### src/rtl/sar_pkg.sv
package sar_pkg;

  typedef enum logic [1:0] {
    ST_IDLE = 2'd0,
    ST_EVAL = 2'd1,
    ST_GAP  = 2'd2
  } sar_state_e;

  localparam int PN_W      = 7;
  localparam int PN_TAP_HI = 6;
  localparam int PN_TAP_LO = 5;
  localparam logic [PN_W-1:0] PN_SEED = 7'h01;

endpackage

### src/rtl/sar_rst_sync.sv
module sar_rst_sync #(
  parameter int STAGES = 2
) (
  input  logic clk,
  input  logic rst_n,
  output logic rst_sync_n
);

  logic [STAGES-1:0] sync_q;

  always_ff @(posedge clk or negedge rst_n) begin
    if (!rst_n) begin
      sync_q <= '0;
    end else begin
      sync_q <= {sync_q[STAGES-2:0], 1'b1};
    end
  end

  assign rst_sync_n = sync_q[STAGES-1];

endmodule

### src/rtl/sar_pn_gen.sv
module sar_pn_gen
  import sar_pkg::*;
(
  input  logic clk,
  input  logic rst_n,
  input  logic adv_i,
  output logic bit_o
);

  logic [PN_W-1:0] lfsr_q;
  logic [PN_W-1:0] lfsr_d;
  logic            fb;

  assign fb = lfsr_q[PN_TAP_HI] ^ lfsr_q[PN_TAP_LO];

  always_comb begin
    lfsr_d = lfsr_q;
    if (adv_i) begin
      lfsr_d = {lfsr_q[PN_W-2:0], fb};
    end
  end

  always_ff @(posedge clk or negedge rst_n) begin
    if (!rst_n) begin
      lfsr_q <= PN_SEED;
    end else begin
      lfsr_q <= lfsr_d;
    end
  end

  assign bit_o = lfsr_q[PN_W-1];

  AST_PN_HOLD: assert property (@(posedge clk) disable iff (!rst_n) !adv_i |=> $stable(lfsr_q));
  AST_PN_NONZERO: assert property (@(posedge clk) disable iff (!rst_n) lfsr_q != '0);

endmodule

### src/rtl/sar_trial_timer.sv
module sar_trial_timer #(
  parameter int CNT_W = 8
) (
  input  logic             clk,
  input  logic             rst_n,
  input  logic             run_i,
  input  logic [CNT_W-1:0] limit_i,
  output logic             expired_o
);

  localparam int CW1 = CNT_W + 1;

  logic [CNT_W-1:0] cnt_q;
  logic [CNT_W-1:0] cnt_d;
  logic [CW1-1:0]   cnt_inc;
  logic             limit_on;

  assign cnt_inc  = {1'b0, cnt_q} + CW1'(1);
  assign limit_on = (limit_i != '0);

  always_comb begin
    cnt_d = cnt_q;
    if (!run_i) begin
      cnt_d = '0;
    end else if (cnt_q != '1) begin
      cnt_d = cnt_inc[CNT_W-1:0];
    end
  end

  always_ff @(posedge clk or negedge rst_n) begin
    if (!rst_n) begin
      cnt_q <= '0;
    end else begin
      cnt_q <= cnt_d;
    end
  end

  assign expired_o = run_i && limit_on && (cnt_inc >= {1'b0, limit_i});

  AST_TMO_OFF: assert property (@(posedge clk) disable iff (!rst_n) (limit_i == '0) |-> !expired_o);
  AST_TMO_IDLE: assert property (@(posedge clk) disable iff (!rst_n) !run_i |=> (cnt_q == '0));

endmodule

### src/rtl/sar_seq.sv
module sar_seq
  import sar_pkg::*;
#(
  parameter int NBITS = 10
) (
  input  logic             clk,
  input  logic             rst_n,
  input  logic             start_i,
  input  logic             complete_i,
  input  logic             cmp_bit_i,
  input  logic             expired_i,
  input  logic             pn_bit_i,
  output logic             cmp_clk_o,
  output logic             pn_adv_o,
  output logic [NBITS-1:0] dac_o,
  output logic             done_o,
  output logic [NBITS-1:0] result_o,
  output logic             tmo_flag_o
);

  localparam int IDX_W = (NBITS > 1) ? $clog2(NBITS) : 1;
  localparam logic [IDX_W-1:0] IDX_TOP = IDX_W'(NBITS - 1);
  localparam logic [NBITS-1:0] DAC_FIRST = {1'b1, {(NBITS-1){1'b0}}};

  sar_state_e       state_q, state_d;
  logic [IDX_W-1:0] idx_q, idx_d;
  logic [NBITS-1:0] dac_q, dac_d;
  logic [NBITS-1:0] dac_trial;
  logic [NBITS-1:0] low_mask;
  logic             flag_q, flag_d;
  logic             done_q, done_d;
  logic [NBITS-1:0] result_q;
  logic             tflag_q;
  logic             trial_end;
  logic             use_pn;
  logic             bit_val;
  logic             last_trial;

  assign trial_end  = (state_q == ST_EVAL) && (complete_i || expired_i);
  assign use_pn     = !complete_i;
  assign bit_val    = complete_i ? cmp_bit_i : pn_bit_i;
  assign last_trial = (idx_q == '0);

  for (genvar j = 0; j < NBITS; j++) begin : g_bit
    if (j < NBITS - 1) begin : g_mid
      always_comb begin
        dac_trial[j] = dac_q[j];
        if (idx_q == IDX_W'(j)) begin
          dac_trial[j] = bit_val;
        end else if (idx_q == IDX_W'(j + 1)) begin
          dac_trial[j] = 1'b1;
        end
      end
    end else begin : g_top
      always_comb begin
        dac_trial[j] = dac_q[j];
        if (idx_q == IDX_W'(j)) begin
          dac_trial[j] = bit_val;
        end
      end
    end
    assign low_mask[j] = (IDX_W'(j) < idx_q);
  end

  always_comb begin
    state_d = state_q;
    idx_d   = idx_q;
    dac_d   = dac_q;
    flag_d  = flag_q;
    done_d  = 1'b0;
    unique case (state_q)
      ST_IDLE: begin
        if (start_i) begin
          state_d = ST_EVAL;
          idx_d   = IDX_TOP;
          dac_d   = DAC_FIRST;
          flag_d  = 1'b0;
        end
      end
      ST_EVAL: begin
        if (trial_end) begin
          dac_d  = dac_trial;
          flag_d = flag_q | use_pn;
          if (last_trial) begin
            state_d = ST_IDLE;
            done_d  = 1'b1;
          end else begin
            state_d = ST_GAP;
            idx_d   = idx_q - IDX_W'(1);
          end
        end
      end
      ST_GAP: begin
        state_d = ST_EVAL;
      end
      default: begin
        state_d = ST_IDLE;
      end
    endcase
  end

  always_ff @(posedge clk or negedge rst_n) begin
    if (!rst_n) begin
      state_q <= ST_IDLE;
      idx_q   <= '0;
      dac_q   <= '0;
      flag_q  <= 1'b0;
      done_q  <= 1'b0;
    end else begin
      state_q <= state_d;
      idx_q   <= idx_d;
      dac_q   <= dac_d;
      flag_q  <= flag_d;
      done_q  <= done_d;
    end
  end

  always_ff @(posedge clk or negedge rst_n) begin
    if (!rst_n) begin
      result_q <= '0;
      tflag_q  <= 1'b0;
    end else if (done_d) begin
      result_q <= dac_d;
      tflag_q  <= flag_d;
    end
  end

  assign cmp_clk_o  = (state_q == ST_EVAL);
  assign pn_adv_o   = trial_end && use_pn;
  assign dac_o      = dac_q;
  assign done_o     = done_q;
  assign result_o   = result_q;
  assign tmo_flag_o = tflag_q;

  AST_CLK_GAP: assert property (@(posedge clk) disable iff (!rst_n) trial_end |=> !cmp_clk_o);
  AST_DONE_PULSE: assert property (@(posedge clk) disable iff (!rst_n) done_o |=> !done_o);
  AST_RESULT_HOLD: assert property (@(posedge clk) disable iff (!rst_n) !$stable(result_o) |-> done_o);
  AST_TRIAL_CODE: assert property (@(posedge clk) disable iff (!rst_n) cmp_clk_o |-> (dac_q[idx_q] && ((dac_q & low_mask) == '0)));
  AST_START_IGNORED: assert property (@(posedge clk) disable iff (!rst_n) (cmp_clk_o && !trial_end && start_i) |=> $stable(dac_q));

endmodule

### src/rtl/sar_timeout_ctrl.sv
module sar_timeout_ctrl
  import sar_pkg::*;
#(
  parameter int NBITS = 10,
  parameter int TMO_W = 8
) (
  input  logic             clk,
  input  logic             rst_n,
  input  logic             start_i,
  input  logic             cmp_p_i,
  input  logic             cmp_n_i,
  input  logic [TMO_W-1:0] tmo_limit_i,
  output logic             cmp_clk_o,
  output logic [NBITS-1:0] dac_o,
  output logic             done_o,
  output logic [NBITS-1:0] result_o,
  output logic             tmo_flag_o
);

  logic rst_core_n;
  logic complete;
  logic cmp_bit;
  logic expired;
  logic pn_bit;
  logic pn_adv;
  logic eval_on;

  sar_rst_sync #(.STAGES(2)) u_rst (
    .clk       (clk),
    .rst_n     (rst_n),
    .rst_sync_n(rst_core_n)
  );

  assign complete = ~(cmp_p_i & cmp_n_i);
  assign cmp_bit  = ~cmp_n_i;

  sar_trial_timer #(.CNT_W(TMO_W)) u_timer (
    .clk      (clk),
    .rst_n    (rst_core_n),
    .run_i    (eval_on),
    .limit_i  (tmo_limit_i),
    .expired_o(expired)
  );

  sar_pn_gen u_pn (
    .clk  (clk),
    .rst_n(rst_core_n),
    .adv_i(pn_adv),
    .bit_o(pn_bit)
  );

  sar_seq #(.NBITS(NBITS)) u_seq (
    .clk       (clk),
    .rst_n     (rst_core_n),
    .start_i   (start_i),
    .complete_i(complete),
    .cmp_bit_i (cmp_bit),
    .expired_i (expired),
    .pn_bit_i  (pn_bit),
    .cmp_clk_o (eval_on),
    .pn_adv_o  (pn_adv),
    .dac_o     (dac_o),
    .done_o    (done_o),
    .result_o  (result_o),
    .tmo_flag_o(tmo_flag_o)
  );

  assign cmp_clk_o = eval_on;

  AST_COMPLETE_WINS: assert property (@(posedge clk) disable iff (!rst_core_n) (eval_on && complete) |-> !pn_adv);
  AST_PN_ONLY_EVAL: assert property (@(posedge clk) disable iff (!rst_core_n) pn_adv |-> (eval_on && expired));

endmodule

### config.mk
export PLATFORM = sky130hd
export DESIGN_NAME = sar_timeout_ctrl
export DESIGN_NICKNAME = d
export VERILOG_FILES = /design/src/rtl/sar_pkg.sv /design/src/rtl/sar_rst_sync.sv /design/src/rtl/sar_pn_gen.sv /design/src/rtl/sar_trial_timer.sv /design/src/rtl/sar_seq.sv /design/src/rtl/sar_timeout_ctrl.sv
export SDC_FILE = /design/constraint.sdc
export NUM_CORES = 1
export LEC_CHECK = 0
export BUFFER_PORTS_ARGS = -buffer_cell sky130_fd_sc_hd__buf_2
export CAP_MARGIN = 20
export CELL_PAD_IN_SITES_DETAIL_PLACEMENT = 1
export CELL_PAD_IN_SITES_GLOBAL_PLACEMENT = 2
export CORE_ASPECT_RATIO = 0.6
export CORE_MARGIN = 2
export CORE_UTILIZATION = 32
export DETAILED_ROUTE_END_ITERATION = 7
export PLACE_DENSITY = 0.75
export SKIP_LAST_GASP = 1
export SYNTH_ARGS = -nofsm -noshare
export SYNTH_HDL_FRONTEND = slang
export SYNTH_SLANG_ARGS = --single-unit
### constraint.sdc
create_clock -name clk -period 1.5 [get_ports clk]
set_input_delay 0.075 -clock clk [delete_from_list [all_inputs] [get_ports clk]]
set_output_delay 0.075 -clock clk [all_outputs]
set_load 0.005 [all_outputs]
==> After elaboration in Yosys (flattened, before gate mapping) <==
Cells that the tools add are included.
{ "totals": {"register_bits": 46, "inputBits": 13, "output_inout_bits": 23, "word_cells": 84} }
{ "classes": {"n_addsub": 2, "order_cmp": 1, "n_eq_ne": 16, "muxes": 39, "n_bitwise": 5, "n_reduce_logical": 11} }
{ "op_table": {"columns": ["operator", "n"], "rows": [
  ["$mux W1", 25],
  ["$mux W10", 2],
  ["$pmux W10 S2", 1],
  ["$eq A4 B3 Y1 const B", 4],
  ["$mux W8", 2],
  ["$mux W4", 3],
  ["$add A8 B1 Y9 const B", 1],
  ["$ge A9 B8 Y1", 1],
  ["$eq A4 B2 Y1 const B", 2],
  ["$eq A4 B4 Y1 const B", 2],
  ["$ne A8 B8 Y1 const B", 1],
  ["$pmux W4 S2", 1],
  ["$reduce_bool A8 Y1", 1],
  ["$mux W2", 3],
  ["$ne A2 B2 Y1 const B", 3],
  ["$pmux W2 S3", 1],
  ["$eq A4 B1 Y1 const B", 1],
  ["$logic_and A1 B1 Y1", 4],
  ["$logic_not A4 Y1", 1],
  ["$reduce_and A4 Y1", 1],
  ["$sub A4 B1 Y4 const B", 1],
  ["$eq A2 B1 Y1 const B", 1],
  ["$eq A2 B2 Y1 const B", 1],
  ["$logic_not A2 Y1", 1],
  ["other kinds (9)", 10]
]} }

==> Longest topological paths before layout <==
{ "logic_depth": {"word_depth": 7, "ltp_mapped": 11, "depth_no_buf": 10} }

==> By module <==
From an unflattened synthesis, not the netlist that was laid out.
{ "unflattened": {"cells_unflattened": 249, "area_unflattened_um2": 2543.7} }
{ "by_module_without_submodules": {"columns": ["mod", "n_inst", "cells_each", "area_per_inst_um2", "seq_area_each_um2"], "rows": [
  ["sar_seq", 1, 154, 1570.3, 725.7],
  ["sar_trial_timer", 1, 73, 616.8, 200.2],
  ["sar_pn_gen", 1, 17, 295.3, 176.4],
  ["sar_rst_sync", 1, 3, 53.8, 50.0],
  ["sar_timeout_ctrl", 1, 2, 7.5, 0.0]
]} }

==> Worst setup path after synthesis <==
OpenSTA, ideal clock, no wires.
{ "synth_timing": {"kind": "register -> register", "from": "register u_timer.cnt_q[3]", "to": "register u_seq.result_q[0] (netlist: u_seq.result_o[0])", "setup_ns": 0.125, "arrival_ns": 2.805, "required_ns": 1.375, "slack_ns": -1.430, "stages_incl_launch_ff": 12, "path_buffers": 1, "period_less_slack_ns": 2.930, "cell_sequence": "dfrtp_1 and3_1 and3_1 and3_1 xor2_1 ha_1 nand3_1 o211ai_1 a211oi_2 or4_4 buf_6 mux2_4"} }
{ "synth_between": {"elab_chain_len": 7, "word_cells_on_any_way": 9, "cone_classes": "1 x add/sub; 1 x order compare; 4 x mux; 3 x reduce/logical"} }
{ "synth_lines": {"columns": ["element", "line", "source"], "rows": [
  ["start, declared", "sar_trial_timer.sv:13", "logic [CNT_W-1:0] cnt_q;"],
  ["start signal, assigned", "sar_trial_timer.sv:34", "cnt_q <= cnt_d;"],
  ["$add A8 B1 Y9 *", "sar_trial_timer.sv:18", "assign cnt_inc = {1'b0, cnt_q} + CW1'(1);"],
  ["$ge A9 B8 Y1 *", "sar_trial_timer.sv:38", "assign expired_o = run_i && limit_on && (cnt_inc >= {1'b0, limit_i});"],
  ["$logic_and A1 B1 Y1 *", "sar_trial_timer.sv:38", null],
  ["$logic_or A1 B1 Y1 *", "sar_seq.sv:39", "assign trial_end = (state_q == ST_EVAL) && (complete_i || expired_i);"],
  ["$logic_and A1 B1 Y1 *", "sar_seq.sv:39", null],
  ["$mux W10 / $mux W1 (equally long branches)", "sar_seq.sv:81", "if (trial_end) begin"],
  ["$pmux W10 S2 / $mux W1 (equally long branches)", "sar_seq.sv:71", "unique case (state_q)"],
  ["end signal, assigned", "sar_seq.sv:120", "result_q <= '0;"],
  ["end signal, assigned", "sar_seq.sv:123", "result_q <= dac_d;"],
  ["end, declared", "sar_seq.sv:32", "logic [NBITS-1:0] result_q;"]
]} }
Mark *: on every way between the ends. The rest lies on a longest branch, timed or not.
A chain may end at the register's enable or synchronous reset.

==> Final worst setup path <==
{ "layout_timing": {"from": "register u_timer.cnt_q[4]", "to": "register u_pn.lfsr_q[4]"} }
{ "layout_between": {"elab_chain_len": 6} }
{ "layout_lines": {"columns": ["element", "line", "source"], "rows": [
  ["$add A8 B1 Y9", "sar_trial_timer.sv:18", null],
  ["$ge A9 B8 Y1", "sar_trial_timer.sv:38", null],
  ["$logic_and A1 B1 Y1", "sar_trial_timer.sv:38", null],
  ["$logic_or A1 B1 Y1", "sar_seq.sv:39", null],
  ["$logic_and A1 B1 Y1", "sar_seq.sv:39", null],
  ["$logic_and A1 B1 Y1", "sar_seq.sv:129", "assign pn_adv_o = trial_end && use_pn;"],
  ["end signal, assigned", "sar_pn_gen.sv:27", "lfsr_q <= lfsr_d;"],
  ["end, declared", "sar_pn_gen.sv:10", "logic [PN_W-1:0] lfsr_q;"]
]} }
Every way passes these cells.

==> results.cfg <==
[global_routing]
antenna_found_initial = 0
top_usage_layer = met2
grt_use_total = 0.204
grtUsageMet2 = 0.312
grt_max_degree = 45
grt_overflow_total = 0
grtUsageMet3 = 0.0461
grt_pass1_wl_um = 13400
grt_util_met1 = 0.294
grt_pass1_vias = 2547

[placement]
io_buffers = 35
dp.cells = 472
gp_congestion = 0.895
placed_area_um2 = 3430
place_hpwl_um = 6120

[yosys]
synth-edff-count = 0
yosysTopAreaCell = dfrtp_1
yosys_warnings = 0
avgSynthCellArea_um2 = 9.78
ys_seq_area_frac = 0.458
yosysUniqueCellTypes = 47
syn_inst = 257
postSynth.asyncResetShare = 1.00
synthFlopType = dfrtp_1
synthTopCellsByArea = dfrtp_1 (45%), ha_1 (7.0%), mux2i_1 (4.8%), mux2_2 (4.0%), inv_1 (3.3%)
syn_nets = 284
synthTopCellsByCount = dfrtp_1 (45), inv_1 (22), nand2_1 (22), nor2_1 (22), o21ai_0 (16)
synth_seq_cells = 46
synth_top_area_frac = 0.448
yosysMostFrequentCell = dfrtp_1
syn_area_um2 = 2510

[clocking]
clk_pin_slew_ns = 0.07
cts_max_level = 2
clock_path_buffers = 2
worstSkewPairLatency_ns = 0.29
numCtsBuffers = 5
cts_tree = yes
clockRootBuffer = clkbuf_16
clock-sinks = 46

[timing]
whs_ns = 0.103
hold_violations = 0
maxSlewViolCount = 0
fmax_mhz = 357
finClkSkew_ns = 0.00620
period_needed_ns = 2.80
setup_violations = 44
rsz0062_at_grt = yes
fin_tns_setup_ns = -43.34
fin_ws_ns = -1.30
fin_crit_sh = 1.87

[drt]
first_pass_iters = 4
vias_per_cell = 4.97
wl_per_cell_um = 17.1
ant_nets = 0
dr.first_iter.drc_count = 125
vias = 2442
remaining_drc_errors = 0
routed_wl_um = 8380

[layout]
nFillCells = 874
n_antenna_cell = 0
drive_gt1_frac = 0.486
synthToLayoutAreaGrowth_pct = 57.2
num-nets-final = 413
stdcell_count = 491
post-route-cell-area_um2 = 3950
multiInputGateArea_um2 = 1480
seq_area_um2 = 1160

[critical_path]
crit_path_cell_trace = and3_4 -> and3_4 -> and3_4 -> xor2_4 -> ha_4 -> nand3_2 -> o211ai_1 -> a211oi_2 -> buf_4 -> nand4b_1 -> buf_6 -> mux2_4
start_kind = flop
critPathKind = flop to flop
crit_start = u_timer.cnt_q[4]
slowest_stage = dfrtp_1
worstPathArrival_ns = 2.98
critical_path.max_fanout = 8
cp-end-kind = flop
cpMostUsedCell = and3_4
timing.rr.start = u_timer.cnt_q[4]
required_ns = 1.68
cp_slowest_stage_delay_ns = 0.38

[power_and_ir_drop]
power.switching_mw = 2.46
peakVddDrop_mv = 0.587
finalPower_mw = 6.55
p_clk_frac = 0.193
share_seq_of_total_power = 0.273
pwr_density_cell_nw_per_um2 = 1660
internal-power_mw = 4.09
combPwrFrac = 0.534
p_sw_frac = 0.376
p_leak_nw = 2.02

[outcome]
failed_checks = setup timing
status = finished with violations

[floorplanning]
floorplan.die_area_um2 = 8600
die_x_um = 118
rows = 24
start_util = 0.338
die_y_um = 72.7
core_um2 = 7450
ios = 36

[worst_hold_path]
hold_path_class = input port to asynchronous set/reset pin

[job]
max_cap_viol_count = 0
path summary, 6_finish.rpt:
path	cells past startpoint	slack, ns	endpoint
worst max register to register	12	-1.30	u_pn.lfsr_q[4]
worst max-delay path	12	-1.30	u_pn.lfsr_q[4]
worst min register to register	1	0.23	u_seq.idx_q[0]
min in group clk	3	0.14	u_seq.state_q[0]
worst min-delay path	2	0.10	u_rst.sync_q[0]
max in group asynchronous	1	1.00	u_pn.lfsr_q[0]
critical path, delay by kind of cell (launching register included):
kind	cells	cell delay (ns)
fa+ha+maj	1	0.30
xor+xnor	1	0.16
compound gates	2	0.38
simple gates	5	0.81
buf+inv	2	0.34
mux	1	0.29
flops	1	0.38
state kept, by name, indices dropped and copies added, names as in the netlist:
register,count
u_seq.result_o,10
u_seq.dac_o,10
u_seq.done_o,1
u_timer.cnt_q,8
u_seq.idx_q,4
u_seq.state_q,2
u_seq.tmo_flag_o,1
u_rst.sync_q,2
u_pn.lfsr_q,7
u_seq.flag_q,1
cell type report:
| class | count | share of cell area |
|---|---|---|
| Tap cell | 104 | 0.0329 |
| Inverter | 23 | 0.0218 |
| Timing Repair Buffer | 128 | 0.235 |
| Multi-Input combinational cell | 182 | 0.376 |
| Clock buffer | 5 | 0.0317 |
| Clock inverter | 3 | 0.0101 |
| Sequential cell | 46 | 0.293 |
per-stage QoR:
stage / setup slack (ns) / utilization
finish: -1.30 / 0.531
global route: -1.40 / 0.531
detailed placement: -1.37 / 0.461
floorplan: -1.34 / -
CTS: -1.30 / 0.511
global placement: -1.27 / 0.461
placed cells by master (no fill, tap or decap), types with 5 or more instances in the layout:
cell type,n
buf_2,35
clkbuf_16,5
a21oi_1,10
buf_6,5
nor2_1,21
mux2i_1,12
ha_1,12
o21ai_0,10
nand3_1,5
inv_1,21
dfrtp_1,42
o21ai_2,5
nand2_1,21
mux2_4,8
buf_4,83
metal layers:
metal / up-vias / routed length, µm
met4: 0 / 107
met3: 10 / 434
met5: - / 0
li1: 1164 / -
met2: 49 / 3710
met1: 1219 / 4130
what timing repair did:
action                                  CTS  global route
hold buffers                              1             0
endpoints found under the setup margin   45            45
pin swaps                                18            11
buffers inserted                          5             6
endpoints found under the hold margin     2             0
resized for setup                        36            27
cells by family after synthesis:
group,synth area share
other,0.00149
adder cells (fa/ha/maj),0.0697
AO/OA/AOI/OAI,0.141
AND/OR/NAND/NOR,0.155
flip-flops,0.458
buffers and inverters,0.0468
multiplexers,0.100
XOR/XNOR,0.0279
power groups by stage:
stage                     Clock [mW]  Sequential (mW)  Combinational [mW]
after floorplan                    0             1.82                1.30
after CTS                       1.31             1.76                3.31
after global routing            1.35             1.82                3.79
after global placement             0             1.77                2.92
final                           1.26             1.79                3.50
after detailed placement           0             1.79                3.01
Power figures use the tool's default switching activity.
